**src/rtl/pcistat_pkg.sv**
```systemverilog
`timescale 1ns/1ps
package pcistat_pkg;
    localparam int FLAG_N = 5;

    typedef enum logic [2:0] {
        FL_DPED = 3'd0,
        FL_RTA  = 3'd1,
        FL_RMA  = 3'd2,
        FL_SSE  = 3'd3,
        FL_DPE  = 3'd4
    } flag_idx_e;

    typedef enum logic [0:0] {
        ACC_IDLE   = 1'b0,
        ACC_RDRESP = 1'b1
    } acc_state_e;

    // status bit position of each sticky flag
    function automatic int flag_pos(input int idx);
        case (idx)
            0:       return 8;
            1:       return 12;
            2:       return 13;
            3:       return 14;
            default: return 15;
        endcase
    endfunction
endpackage

```
**src/rtl/pcistat_flags.sv**
```systemverilog
`timescale 1ns/1ps
module pcistat_flags #(
    parameter int N = 5
) (
    input  logic         clk,
    input  logic         rst_n,
    input  logic [N-1:0] set_i,
    input  logic [N-1:0] clr_i,
    output logic [N-1:0] q_o
);
    for (genvar g = 0; g < N; g++) begin : g_flag
        always_ff @(posedge clk) begin
            if (!rst_n)
                q_o[g] <= 1'b0;
            else
                q_o[g] <= set_i[g] | (q_o[g] & ~clr_i[g]);  // set has priority
        end
    end
endmodule

```
**src/rtl/pcistat_readmux.sv**
```systemverilog
`timescale 1ns/1ps
module pcistat_readmux #(
    parameter int          ADDR_W    = 6,
    parameter int          STATUS_DW = 1,
    parameter int          REV_DW    = 2
) (
    input  logic [ADDR_W-1:0] idx_i,
    input  logic [15:0]       status_i,
    input  logic [7:0]        rev_i,
    output logic [31:0]       dword_o
);
    localparam logic [ADDR_W-1:0] STAT_IDX = ADDR_W'(STATUS_DW);
    localparam logic [ADDR_W-1:0] REV_IDX  = ADDR_W'(REV_DW);

    always_comb begin
        dword_o = '0;
        if (idx_i == STAT_IDX)
            dword_o = {status_i, 16'h0000};
        else if (idx_i == REV_IDX)
            dword_o = {24'h000000, rev_i};
    end
endmodule

```
**src/rtl/pcistat_access_fsm.sv**
```systemverilog
`timescale 1ns/1ps
module pcistat_access_fsm
    import pcistat_pkg::*;
(
    input  logic        clk,
    input  logic        rst_n,
    input  logic        rd_i,
    input  logic [31:0] word_i,
    output logic        rvalid_o,
    output logic [31:0] rdata_o
);
    acc_state_e state_q, state_d;

    always_comb begin
        state_d = state_q;
        unique case (state_q)
            ACC_IDLE:   if (rd_i)  state_d = ACC_RDRESP;   // rd
            ACC_RDRESP: if (!rd_i) state_d = ACC_IDLE;     // done
            default:    state_d = ACC_IDLE;
        endcase
    end

    always_ff @(posedge clk) begin
        if (!rst_n) state_q <= ACC_IDLE;
        else        state_q <= state_d;
    end

    always_ff @(posedge clk) begin
        if (!rst_n)    rdata_o <= '0;
        else if (rd_i) rdata_o <= word_i;
    end

    assign rvalid_o = (state_q == ACC_RDRESP);
endmodule

```
**src/rtl/pci_stat_rev_regs.sv**
```systemverilog
`timescale 1ns/1ps
module pci_stat_rev_regs
    import pcistat_pkg::*;
#(
    parameter int          ADDR_W      = 6,
    parameter int          STATUS_DW   = 1,
    parameter int          REV_DW      = 2,
    parameter logic [7:0]  REV_DEFAULT = 8'h00
) (
    input  logic              clk,
    input  logic              rst_n,
    input  logic [ADDR_W-1:0] cfg_addr,
    input  logic              cfg_rd,
    input  logic              cfg_wr,
    input  logic [3:0]        cfg_be,
    input  logic [31:0]       cfg_wdata,
    output logic [31:0]       cfg_rdata,
    output logic              cfg_rvalid,
    input  logic              ev_parity_det,
    input  logic              ev_serr,
    input  logic              ev_mabort,
    input  logic              ev_tabort_rx,
    input  logic              ev_perr,
    input  logic              is_master,
    input  logic              perr_resp_en,
    input  logic              strap_pm_cap,
    input  logic              strap_rev_valid,
    input  logic [2:0]        strap_rev
);
    localparam logic [ADDR_W-1:0] STAT_IDX = ADDR_W'(STATUS_DW);

    logic [FLAG_N-1:0] flag_set, flag_clr, flag_q;
    logic [15:0]       stat_word;
    logic [7:0]        rev_byte;
    logic [31:0]       mux_word;
    logic              stat_wr_hi;

    // only the upper status byte (byte lane 3) holds writable bits
    assign stat_wr_hi = cfg_wr && (cfg_addr == STAT_IDX) && cfg_be[3];

    always_comb begin
        flag_set          = '0;
        flag_set[FL_DPE]  = ev_parity_det;
        flag_set[FL_SSE]  = ev_serr;
        flag_set[FL_RMA]  = ev_mabort;
        flag_set[FL_RTA]  = ev_tabort_rx;
        flag_set[FL_DPED] = ev_perr && is_master && perr_resp_en;
    end

    for (genvar g = 0; g < FLAG_N; g++) begin : g_clr
        assign flag_clr[g] = stat_wr_hi && cfg_wdata[16 + flag_pos(g)];
    end

    pcistat_flags #(.N(FLAG_N)) i_flags (
        .clk   (clk),
        .rst_n (rst_n),
        .set_i (flag_set),
        .clr_i (flag_clr),
        .q_o   (flag_q)
    );

    assign stat_word = {flag_q[FL_DPE], flag_q[FL_SSE], flag_q[FL_RMA], flag_q[FL_RTA],
                        1'b0, 2'b01, flag_q[FL_DPED],
                        1'b1, 2'b00, strap_pm_cap, 4'b0000};

    assign rev_byte = {REV_DEFAULT[7:3], strap_rev_valid ? strap_rev : REV_DEFAULT[2:0]};

    pcistat_readmux #(.ADDR_W(ADDR_W), .STATUS_DW(STATUS_DW), .REV_DW(REV_DW)) i_mux (
        .idx_i    (cfg_addr),
        .status_i (stat_word),
        .rev_i    (rev_byte),
        .dword_o  (mux_word)
    );

    pcistat_access_fsm i_acc (
        .clk      (clk),
        .rst_n    (rst_n),
        .rd_i     (cfg_rd),
        .word_i   (mux_word),
        .rvalid_o (cfg_rvalid),
        .rdata_o  (cfg_rdata)
    );

    logic unused_wr_bits;
    assign unused_wr_bits = ^{cfg_be[2:0], cfg_wdata[23:0], cfg_wdata[27:25]};
endmodule

```
**config.mk**
```make
export PLATFORM = sky130hd
export DESIGN_NAME = pci_stat_rev_regs
export DESIGN_NICKNAME = d
export VERILOG_FILES = /design/src/rtl/pcistat_pkg.sv /design/src/rtl/pcistat_flags.sv /design/src/rtl/pcistat_readmux.sv /design/src/rtl/pcistat_access_fsm.sv /design/src/rtl/pci_stat_rev_regs.sv
export SDC_FILE = /design/constraint.sdc
export NUM_CORES = 1
export LEC_CHECK = 0
export CORE_UTILIZATION = 47
export DETAILED_ROUTE_END_ITERATION = 7
export DONT_BUFFER_PORTS = 1
export PLACE_DENSITY = 0.72
export SYNTH_ARGS = -nofsm -noshare
export SYNTH_HDL_FRONTEND = slang
export SYNTH_SLANG_ARGS = --single-unit
```
**constraint.sdc**
```tcl
create_clock -name clk -period 1.59 [get_ports clk]
set_input_delay 0.477 -clock clk [delete_from_list [all_inputs] [get_ports clk]]
set_output_delay 0.477 -clock clk [all_outputs]
set_load 0.01 [all_outputs]
```
==> impl_metrics.ini, run 1 <==
[run_status]
status = finished with violations
violations = DRC

[synthesis]
synthXorXnorAreaFrac = 0
seq_area_frac_synth = 0.392
synth_cells = 95
synth_compound_area_frac = 0.124
syn_avg_cell_area_um2 = 8.60
synth.area.mux_share = 0
synth_cell_types = 17
yosysWarnings = 0
synth_fa_ha_area_frac = 0
syn_area_um2 = 817
yosys.area_share.simple = 0.242
ys_ff_latch = 16
synth_top_family_by_area = simple AND/OR/NAND/NOR gates

[sta]
maxSlewViolCount = 0
min_period_ns = 1.21
fin_setup_tns_ns = 0
setup_viol = 0
skew_ns = 0.00473
rsz0062_at_grt = no
min_period_over_period = 0.761
hold_viol = 0
holdWs_ns = 0.292
fmax_mhz = 826

[global_routing]
grt_pass1_vias = 500
track_usage = 0.153
grt_pass1_wl_um = 2150
grt_start_max_net_pins = 26
antenna_found_initial = 0
grt-ovfl-total = 0

[drt]
dr_total_vias = 576
via_per_inst = 5.28
drc = 2
wire_per_inst_um = 12.2
dr.pass1.iters = 6
first_iter_violations = 13
routed_wl_um = 1330
ant_nets = 0

[die]
coreArea_mm2 = 0.00156
num_rows = 14
initial_core_util = 0.524
pin_count = 91
die_x_um = 43.7
die_h_um = 43.7
die_area_mm2 = 0.00191

[finish]
drive_gt1_frac = 0.0538
utilization = 0.485
nets = 153
syn2layout_area_growth_pct = -7.50
diodes = 0

[clocking]
cts_buffer_depth = 2
postCtsSetupBuffers = 0
postCtsHoldBufs = 0
cts_tree = yes
clock_latency_ns = 0.28
clk_pin_slew_worst_paths_ns = 0.09
cts-resized-gates = 0
cts.sinks = 16
cts_made_buffers = 3
root_buffer = clkbuf_4
htree_levels = 1

[power]
power_density_mw_per_mm2 = 881
peakVddDrop_mv = 0.491
totalPowerFinal_uw = 666
power_leakage_uw = 0.000310

[worst_setup_path]
cp_max_fo = 3
critical_path_required_ns = 1.11
crit_type = reg -> out
arrival_ns = 0.73
start_kind = flop
end_kind = output pin

[placement]
portBuffers = 0
gp_congestion = 0.627
post-dp-hpwl_um = 1000

[min_path]
hold_class = in -> reg

[job]
cap_violations = 0
-- registers in the layout, summed over array words and instances, names as in the netlist --
name / count
i_flags.q_o: 5
i_acc.rdata_o: 10
i_acc.rvalid_o: 1
-- stage by stage --
step	setup WS, ns	area, um2	std cells
4_1_cts	0.370	756	109
5_1_grt	0.353	756	109
2_1_floorplan	0.339	892	115
6_report	0.379	756	109
3_5_place_dp	0.250	733	106
3_3_place_gp	0.246	733	106
-- final timing paths --
check / start / to / slack (ns) / cells past startpoint
max: i_acc.rdata_o[25] / cfg_rdata[25] / 0.38 / 0
max reg2reg: i_acc.rdata_o[25] / i_acc.rdata_o[25] / 0.91 / 2
min: cfg_wdata[30] / i_flags.q_o[3] / 0.29 / 1
min reg2reg: i_flags.q_o[4] / i_acc.rdata_o[31] / 0.49 / 2
-- cells in the mapped netlist --
cell type,number,area share
and3_1,1,0.0077
dfxtp_1,16,0.39
and2_1,1,0.0077
and4_4,1,0.014
conb_1,1,0.0046
a31oi_1,5,0.038
nand3b_1,10,0.092
nand3_1,8,0.049
buf_2,2,0.012
nand2_1,5,0.023
o21ai_0,14,0.086
nand4_1,1,0.0077
nor2b_1,2,0.015
buf_4,22,0.20
inv_1,4,0.018
clkbuf_1,1,0.0046
nor4_4,1,0.026
-- logic make-up (layout without fill, tap and decap cells) --
logic type / after synthesis / after routing
AND/OR/NAND/NOR: 30 / 30
buffers and inverters: 29 / 7
AO/OA/AOI/OAI: 19 / 19
flip-flops: 16 / 16
other: 1 / 21
-- metal layers --
layer,up-vias,part of all wire,global-route usage
li1,283,-,-
met1,245,0.41,0.190
met2,46,0.44,0.227
met3,2,0.13,0.0667
met4,0,0.014,0.0750
met5,-,0,0
-- where the power goes --
group / switching (uW) / total, uW / leakage (uW) / internal [uW]
logic: 32.5 / 48.8 / 0.000165 / 16.3
clock network: 113 / 200 / 0.0000138 / 87.7
registers: 6.12 / 417 / 0.000131 / 411
total: 151 / 666 / 0.000310 / 515
-- final cells by class --
| cell class | instances | area (um2) |
|---|---|---|
| clock buffers | 3 | 22.5 |
| fillers | 168 | 803 |
| inverters | 4 | 15.0 |
| multi-input cells | 70 | 378 |
| flip-flops and latches | 16 | 320 |
| well taps | 16 | 20.0 |
-- cells in the final DEF (no fill, tap or decap) --
cell type,n
o21ai_0,14
clkbuf_4,3
nor4_4,1
and4_4,1
and3_1,1
nand2_1,5
dfxtp_1,16
nor2b_1,2
a31oi_1,5
nand3b_1,10
inv_1,4
nand4_1,1
and2_1,1
nand3_1,8
conb_1,21
Note: power is estimated with default switching activity, not from simulation.
==> run 2, diff against run 1 <==
--- a/config.mk
+++ b/config.mk
@@ -5,10 +5,11 @@
 export SDC_FILE = /design/constraint.sdc
 export NUM_CORES = 1
 export LEC_CHECK = 0
+export ABC_AREA = 1
 export CORE_UTILIZATION = 47
 export DETAILED_ROUTE_END_ITERATION = 7
 export DONT_BUFFER_PORTS = 1
-export PLACE_DENSITY = 0.72
+export PLACE_DENSITY = 0.74
 export SYNTH_ARGS = -nofsm -noshare
 export SYNTH_HDL_FRONTEND = slang
 export SYNTH_SLANG_ARGS = --single-unit
==> constraint.sdc (replaced) <==
create_clock -name clk -period 1 [get_ports clk]
set_input_delay 0.3 -clock clk [delete_from_list [all_inputs] [get_ports clk]]
set_output_delay 0.3 -clock clk [all_outputs]
set_load 0.01 [all_outputs]
==> run 2 against run 1 <==
Effect of this change: global-route usage down 1.7 points; die area down 1.6%; first-iteration DRC count is 7.7% higher; non-clock buffer count increased by 1; the flow still finishes with violations (DRC); cell count is 13% higher; combinational power increased by 76%; routed wire length shrank 1.6%.
==> impl_metrics.ini, run 2 <==
[run_status]
status = finished with violations
violations = DRC

[synthesis]
yosysWarnings = 0
synth_area_leader_cell = dfxtp_1
syn_avg_cell_area_um2 = 7.51
yosys.cell_count.top_type = buf_4
ys_async_sr_fraction = 0
synth_cell_types = 13
synth_enable_flop_cells = 0
ys_ff_latch = 16
seq_area_frac_synth = 0.399
synth_cells = 107
syn_area_um2 = 803
synth_area_leaders = dfxtp_1 40%, buf_4 21%, nand2_1 9.8%
yosysTopAreaCellShare = 0.399
synthTopCellsByCount = 22 x buf_4, 21 x nand2_1, 16 x dfxtp_1
ys.flop_type = dfxtp_1

[sta]
min_period_over_period = 0.970
rsz0062_at_grt = no
fmax_mhz = 1030
min_period_ns = 0.970
maxSlewViolCount = 0
skew_ns = 0.000333
worst_slack_ns = 0.0298
hold_viol = 0
setup_viol = 0

[placement]
dpl_worst_slack_ns = -0.0916
portBuffers = 0
post-dp-hpwl_um = 969
placed_area_um2 = 727
dp.cells = 119
gp_congestion = 0.707

[die]
initial_core_util = 0.515
pin_count = 91
coreArea_mm2 = 0.00156
num_rows = 14
die_x_um = 43.3
die_h_um = 43.3
die_area_mm2 = 0.00188

[worst_setup_path]
cp_max_fo = 2
arrival_ns = 0.67
critical_path_required_ns = 0.70
start_kind = flop
end_kind = output pin
crit_type = reg -> out

[drt]
wire_per_inst_um = 10.7
first_iter_violations = 14
drc = 8
ant_nets = 0
routed_wl_um = 1310
dr.pass1.iters = 6
dr_total_vias = 598
via_per_inst = 4.86

[job]
cap_violations = 0

[finish]
fin_area_um2 = 773
syn2layout_area_growth_pct = -3.74
largest_reg_flops = 10
drive_gt1_frac = 0.112
instances_no_fill = 123
diodes = 0
nets = 166
top_register = i_acc.rdata_o
final_cell_mix = 21 x nand2_1, 21 x conb_1, 15 x a21oi_1, 12 x nand3_1, 10 x dfxtp_1

[power]
totalPowerFinal_uw = 1170
peakVddDrop_mv = 0.895
power_frac_comb = 0.074
p_clk_frac = 0.361
pwr-share-seq = 0.565
cellInternalPower_uw = 889
power_leakage_uw = 0.000340
power_density_mw_per_mm2 = 1510
p_sw_uw = 280
switching_share = 0.240

[clocking]
postCtsSetupBuffers = 0
cts_made_buffers = 3
postCtsHoldBufs = 0
clock_latency_ns = 0.28
clk_pin_slew_worst_paths_ns = 0.09
htree_levels = 1
cts_tree = yes
root_buffer = clkbuf_4
cts_buffer_depth = 2
cts.sinks = 16

[global_routing]
grt_util_met1 = 0.132
grt_pass1_wl_um = 1800
grt-ovfl-total = 0
grt_start_max_net_pins = 16
met2_usage = 0.245
track_usage = 0.137
met3_usage = 0.0542
antenna_found_initial = 0
grt_pass1_vias = 435
busiest_layer = met2

[min_path]
hold_class = in -> reg
==> run 2: logic make-up after synthesis <==
logic type      share of synthesized area
simple gates                        0.218
buf+inv                             0.285
flops                               0.399
compound gates                     0.0935
other cells                       0.00467
==> run 2: routing by layer <==
layer	part of all wire	up-vias
met5	0	-
met4	0.0099	0
met3	0.092	2
met2	0.51	43
met1	0.39	253
li1	-	300
==> run 2: worst paths after layout <==
check	endpoint	startpoint	depth (start not counted)	slack, ns
max	cfg_rdata[30]	i_acc.rdata_o[30]	0	0.03
min	i_acc.rvalid_o	cfg_rd	2	0.11
max reg2reg	i_acc.rdata_o[29]	i_acc.rdata_o[29]	2	0.33
min reg2reg	i_flags.q_o[0]	i_flags.q_o[0]	2	0.47
==> run 2: stage by stage <==
step | TNS (ns) | util | hold slack [ns]
floorplan | -0.00927 | - | 0.398
global placement | -0.191 | 0.466 | 0.398
detailed placement | -0.481 | 0.466 | 0.400
CTS | 0 | 0.490 | 0.107
global route | 0 | 0.496 | 0.108
finish | 0 | 0.496 | 0.110
==> run 2: what timing repair did <==
item / in CTS / in global routing
gates cloned: 0 / 0
setup endpoints to repair: 2 / 7
resized for setup: 1 / 6
==> run 2: final cells by class <==
cell class,count,area (um2)
well taps,16,20.0
multi-input cells,76,329
fillers,162,786
flip-flops and latches,16,330
clock buffers,4,36.3
repair buffers,1,20.0
inverters,10,37.5
==> run 2: power groups by stage <==
| stage | Combinational (uW) | Sequential, uW | Clock [uW] |
|---|---|---|---|
| 2_1_floorplan | 145 | 676 | 0 |
| 6_report | 86.0 | 661 | 422 |
| 3_5_place_dp | 84.3 | 679 | 0 |
| 4_1_cts | 84.8 | 664 | 429 |
| 5_1_grt | 98.0 | 664 | 457 |
| 3_3_place_gp | 81.7 | 678 | 0 |
==> run 3, diff against run 2 <==
--- a/config.mk
+++ b/config.mk
@@ -6,10 +6,10 @@
 export NUM_CORES = 1
 export LEC_CHECK = 0
 export ABC_AREA = 1
-export CORE_UTILIZATION = 47
+export BUFFER_PORTS_ARGS = -buffer_cell sky130_fd_sc_hd__buf_2
+export CORE_UTILIZATION = 33
 export DETAILED_ROUTE_END_ITERATION = 7
-export DONT_BUFFER_PORTS = 1
-export PLACE_DENSITY = 0.74
+export PLACE_DENSITY = 0.89
 export SYNTH_ARGS = -nofsm -noshare
 export SYNTH_HDL_FRONTEND = slang
 export SYNTH_SLANG_ARGS = --single-unit
==> constraint.sdc (replaced) <==
create_clock -name clk -period 0.95 [get_ports clk]
set_input_delay 0.285 -clock clk [delete_from_list [all_inputs] [get_ports clk]]
set_output_delay 0.285 -clock clk [all_outputs]
set_load 0.01 [all_outputs]
==> run 3 against run 2 <==
Effect of this change: highest routed layer unchanged; critical endpoint is now cfg_rdata[25]; the flow finishes with violations (setup timing); worst setup slack lost 0.11 ns; non-clock buffer count increased by 42; largest cell class is now multi-input combinational cells; sequential share of layout area decreased by 13 points; via count grew 22%.
==> impl_metrics.ini, run 3 (same netlist as run 2, synthesis figures left out) <==
[run_status]
status = finished with violations
violations = setup timing

[die]
pin_count = 91
die_area_mm2 = 0.00264
coreArea_mm2 = 0.00225
initial_core_util = 0.356
die_h_um = 51.3
die_x_um = 51.3
num_rows = 17

[global_routing]
track_usage = 0.126
antenna_found_initial = 0
grt_pass1_vias = 606
grt_pass1_wl_um = 2470
grt-ovfl-total = 0
grt_start_max_net_pins = 16

[sta]
min_period_over_period = 1.08
skew_ns = 0.00239
holdWs_ns = 0.197
fmax_mhz = 971
setup_viol = 12
rsz0062_at_grt = yes
maxSlewViolCount = 0
min_period_ns = 1.03
hold_viol = 0
worst_slack_ns = -0.0795

[worst_setup_path]
regToRegSetupSlack_ns = 0.27
end_kind = output pin
r2r-end = i_acc.rdata_o[31]
arrival_ns = 0.74
crit_path_max_incr_delay_ns = 0.36
critPathSlowestCell = dfxtp_2
critical_path_required_ns = 0.66
r2r_cells = 3
path_delay_family = flip-flops
timing.rr.start = i_acc.rdata_o[31]
cp_num_cells = 1
crit_type = reg -> out
crit_buf_inv = 1
path_cells = buf_6
cp_max_fo = 3
startpoint = i_acc.rdata_o[25]
start_kind = flop

[placement]
gp_congestion = 0.694
dpl_worst_slack_ns = -0.159
placed_area_um2 = 992
post-dp-hpwl_um = 1170
portBuffers = 39

[finish]
top_register = i_acc.rdata_o
largest_reg_flops = 10
final_cell_mix = 28 x buf_2, 21 x conb_1, 20 x nand2_1, 15 x a21oi_1
diodes = 0
final_common_cell = buf_2
nets = 208
drive_gt1_frac = 0.416
fin_area_mm2 = 0.00112
syn2layout_area_growth_pct = 39.1

[power]
switching_share = 0.251
power_leakage_uw = 0.000543
p_sw_uw = 333
peakVddDrop_mv = 0.731
pwr-share-seq = 0.524
power_density_mw_per_mm2 = 1190
p_clk_frac = 0.339
power_frac_comb = 0.137
cellInternalPower_uw = 994

[min_path]
hold_end = i_acc.rvalid_o
hold_class = in -> reg
min_delay_path_depth = 3
hp-start = rst_n

[drt]
dr_total_vias = 729
routed_wl_um = 1560
wire_per_inst_um = 8.81
ant_nets = 0
via_per_inst = 4.12
dr.pass1.iters = 3
first_iter_violations = 7
drc = 0

[clocking]
clock_latency_ns = 0.28
htree_levels = 1
cts_buffer_depth = 2
cts_made_buffers = 3
clk_pin_slew_worst_paths_ns = 0.10
cts.sinks = 16
cts_tree = yes
postCtsHoldBufs = 0
root_buffer = clkbuf_4

[job]
cap_violations = 0
==> run 3: cell types whose count changed in the layout (fill, tap and decap cells not counted), sizes merged <==
cell  previous run  this run
buf              1        43
==> run 3: routing by layer <==
layer / vias up / part of all wire / GRT usage
met5: - / 0 / 0
met4: 0 / 0.010 / 0.0405
met3: 2 / 0.058 / 0.0268
met2: 35 / 0.52 / 0.243
met1: 306 / 0.41 / 0.133
li1: 386 / - / -
==> run 3: timing repair <==
item,4_1_cts,5_1_grt
resized for setup,19,2
buffers inserted,0,1
endpoints found under the setup margin,12,12
==> run 3: worst max path at each step <==
| stage | endpoint | slack (ns) |
|---|---|---|
| 3_3_place_gp | i_flags.q_o[4] | -0.14 |
| 5_1_grt | cfg_rdata[25] | -0.12 |
| 6_report | cfg_rdata[25] | -0.08 |
| 3_5_place_dp | i_flags.q_o[4] | -0.16 |
| 2_1_floorplan | i_flags.q_o[3] | -0.003 |
| 4_1_cts | cfg_rdata[25] | -0.08 |
==> run 3: power groups by stage <==
stage          Combinational [uW]  Clock, uW  Sequential (uW)
4_1_cts                       182        462              696
3_5_place_dp                  181          0              711
3_3_place_gp                  178          0              711
5_1_grt                       204        504              698
2_1_floorplan                 158          0              711
6_report                      182        449              696
==> run 3: area by class of cell <==
class	instances	area [um2]
clock buffers	4	36.3
fillers	222	1140
inverters	10	37.5
multi-input cells	76	357
flip-flops and latches	16	333
well taps	28	35.0
repair buffers	43	319
==> run 3: metrics by stage <==
stage	instances	utilization	power [uW]	setup TNS (ns)
2_1_floorplan	127	-	870	-0.00418
3_3_place_gp	172	0.440	889	-1.68
3_5_place_dp	172	0.440	892	-1.92
4_1_cts	176	0.487	1340	-0.857
5_1_grt	177	0.496	1410	-1.24
6_report	177	0.496	1330	-0.756
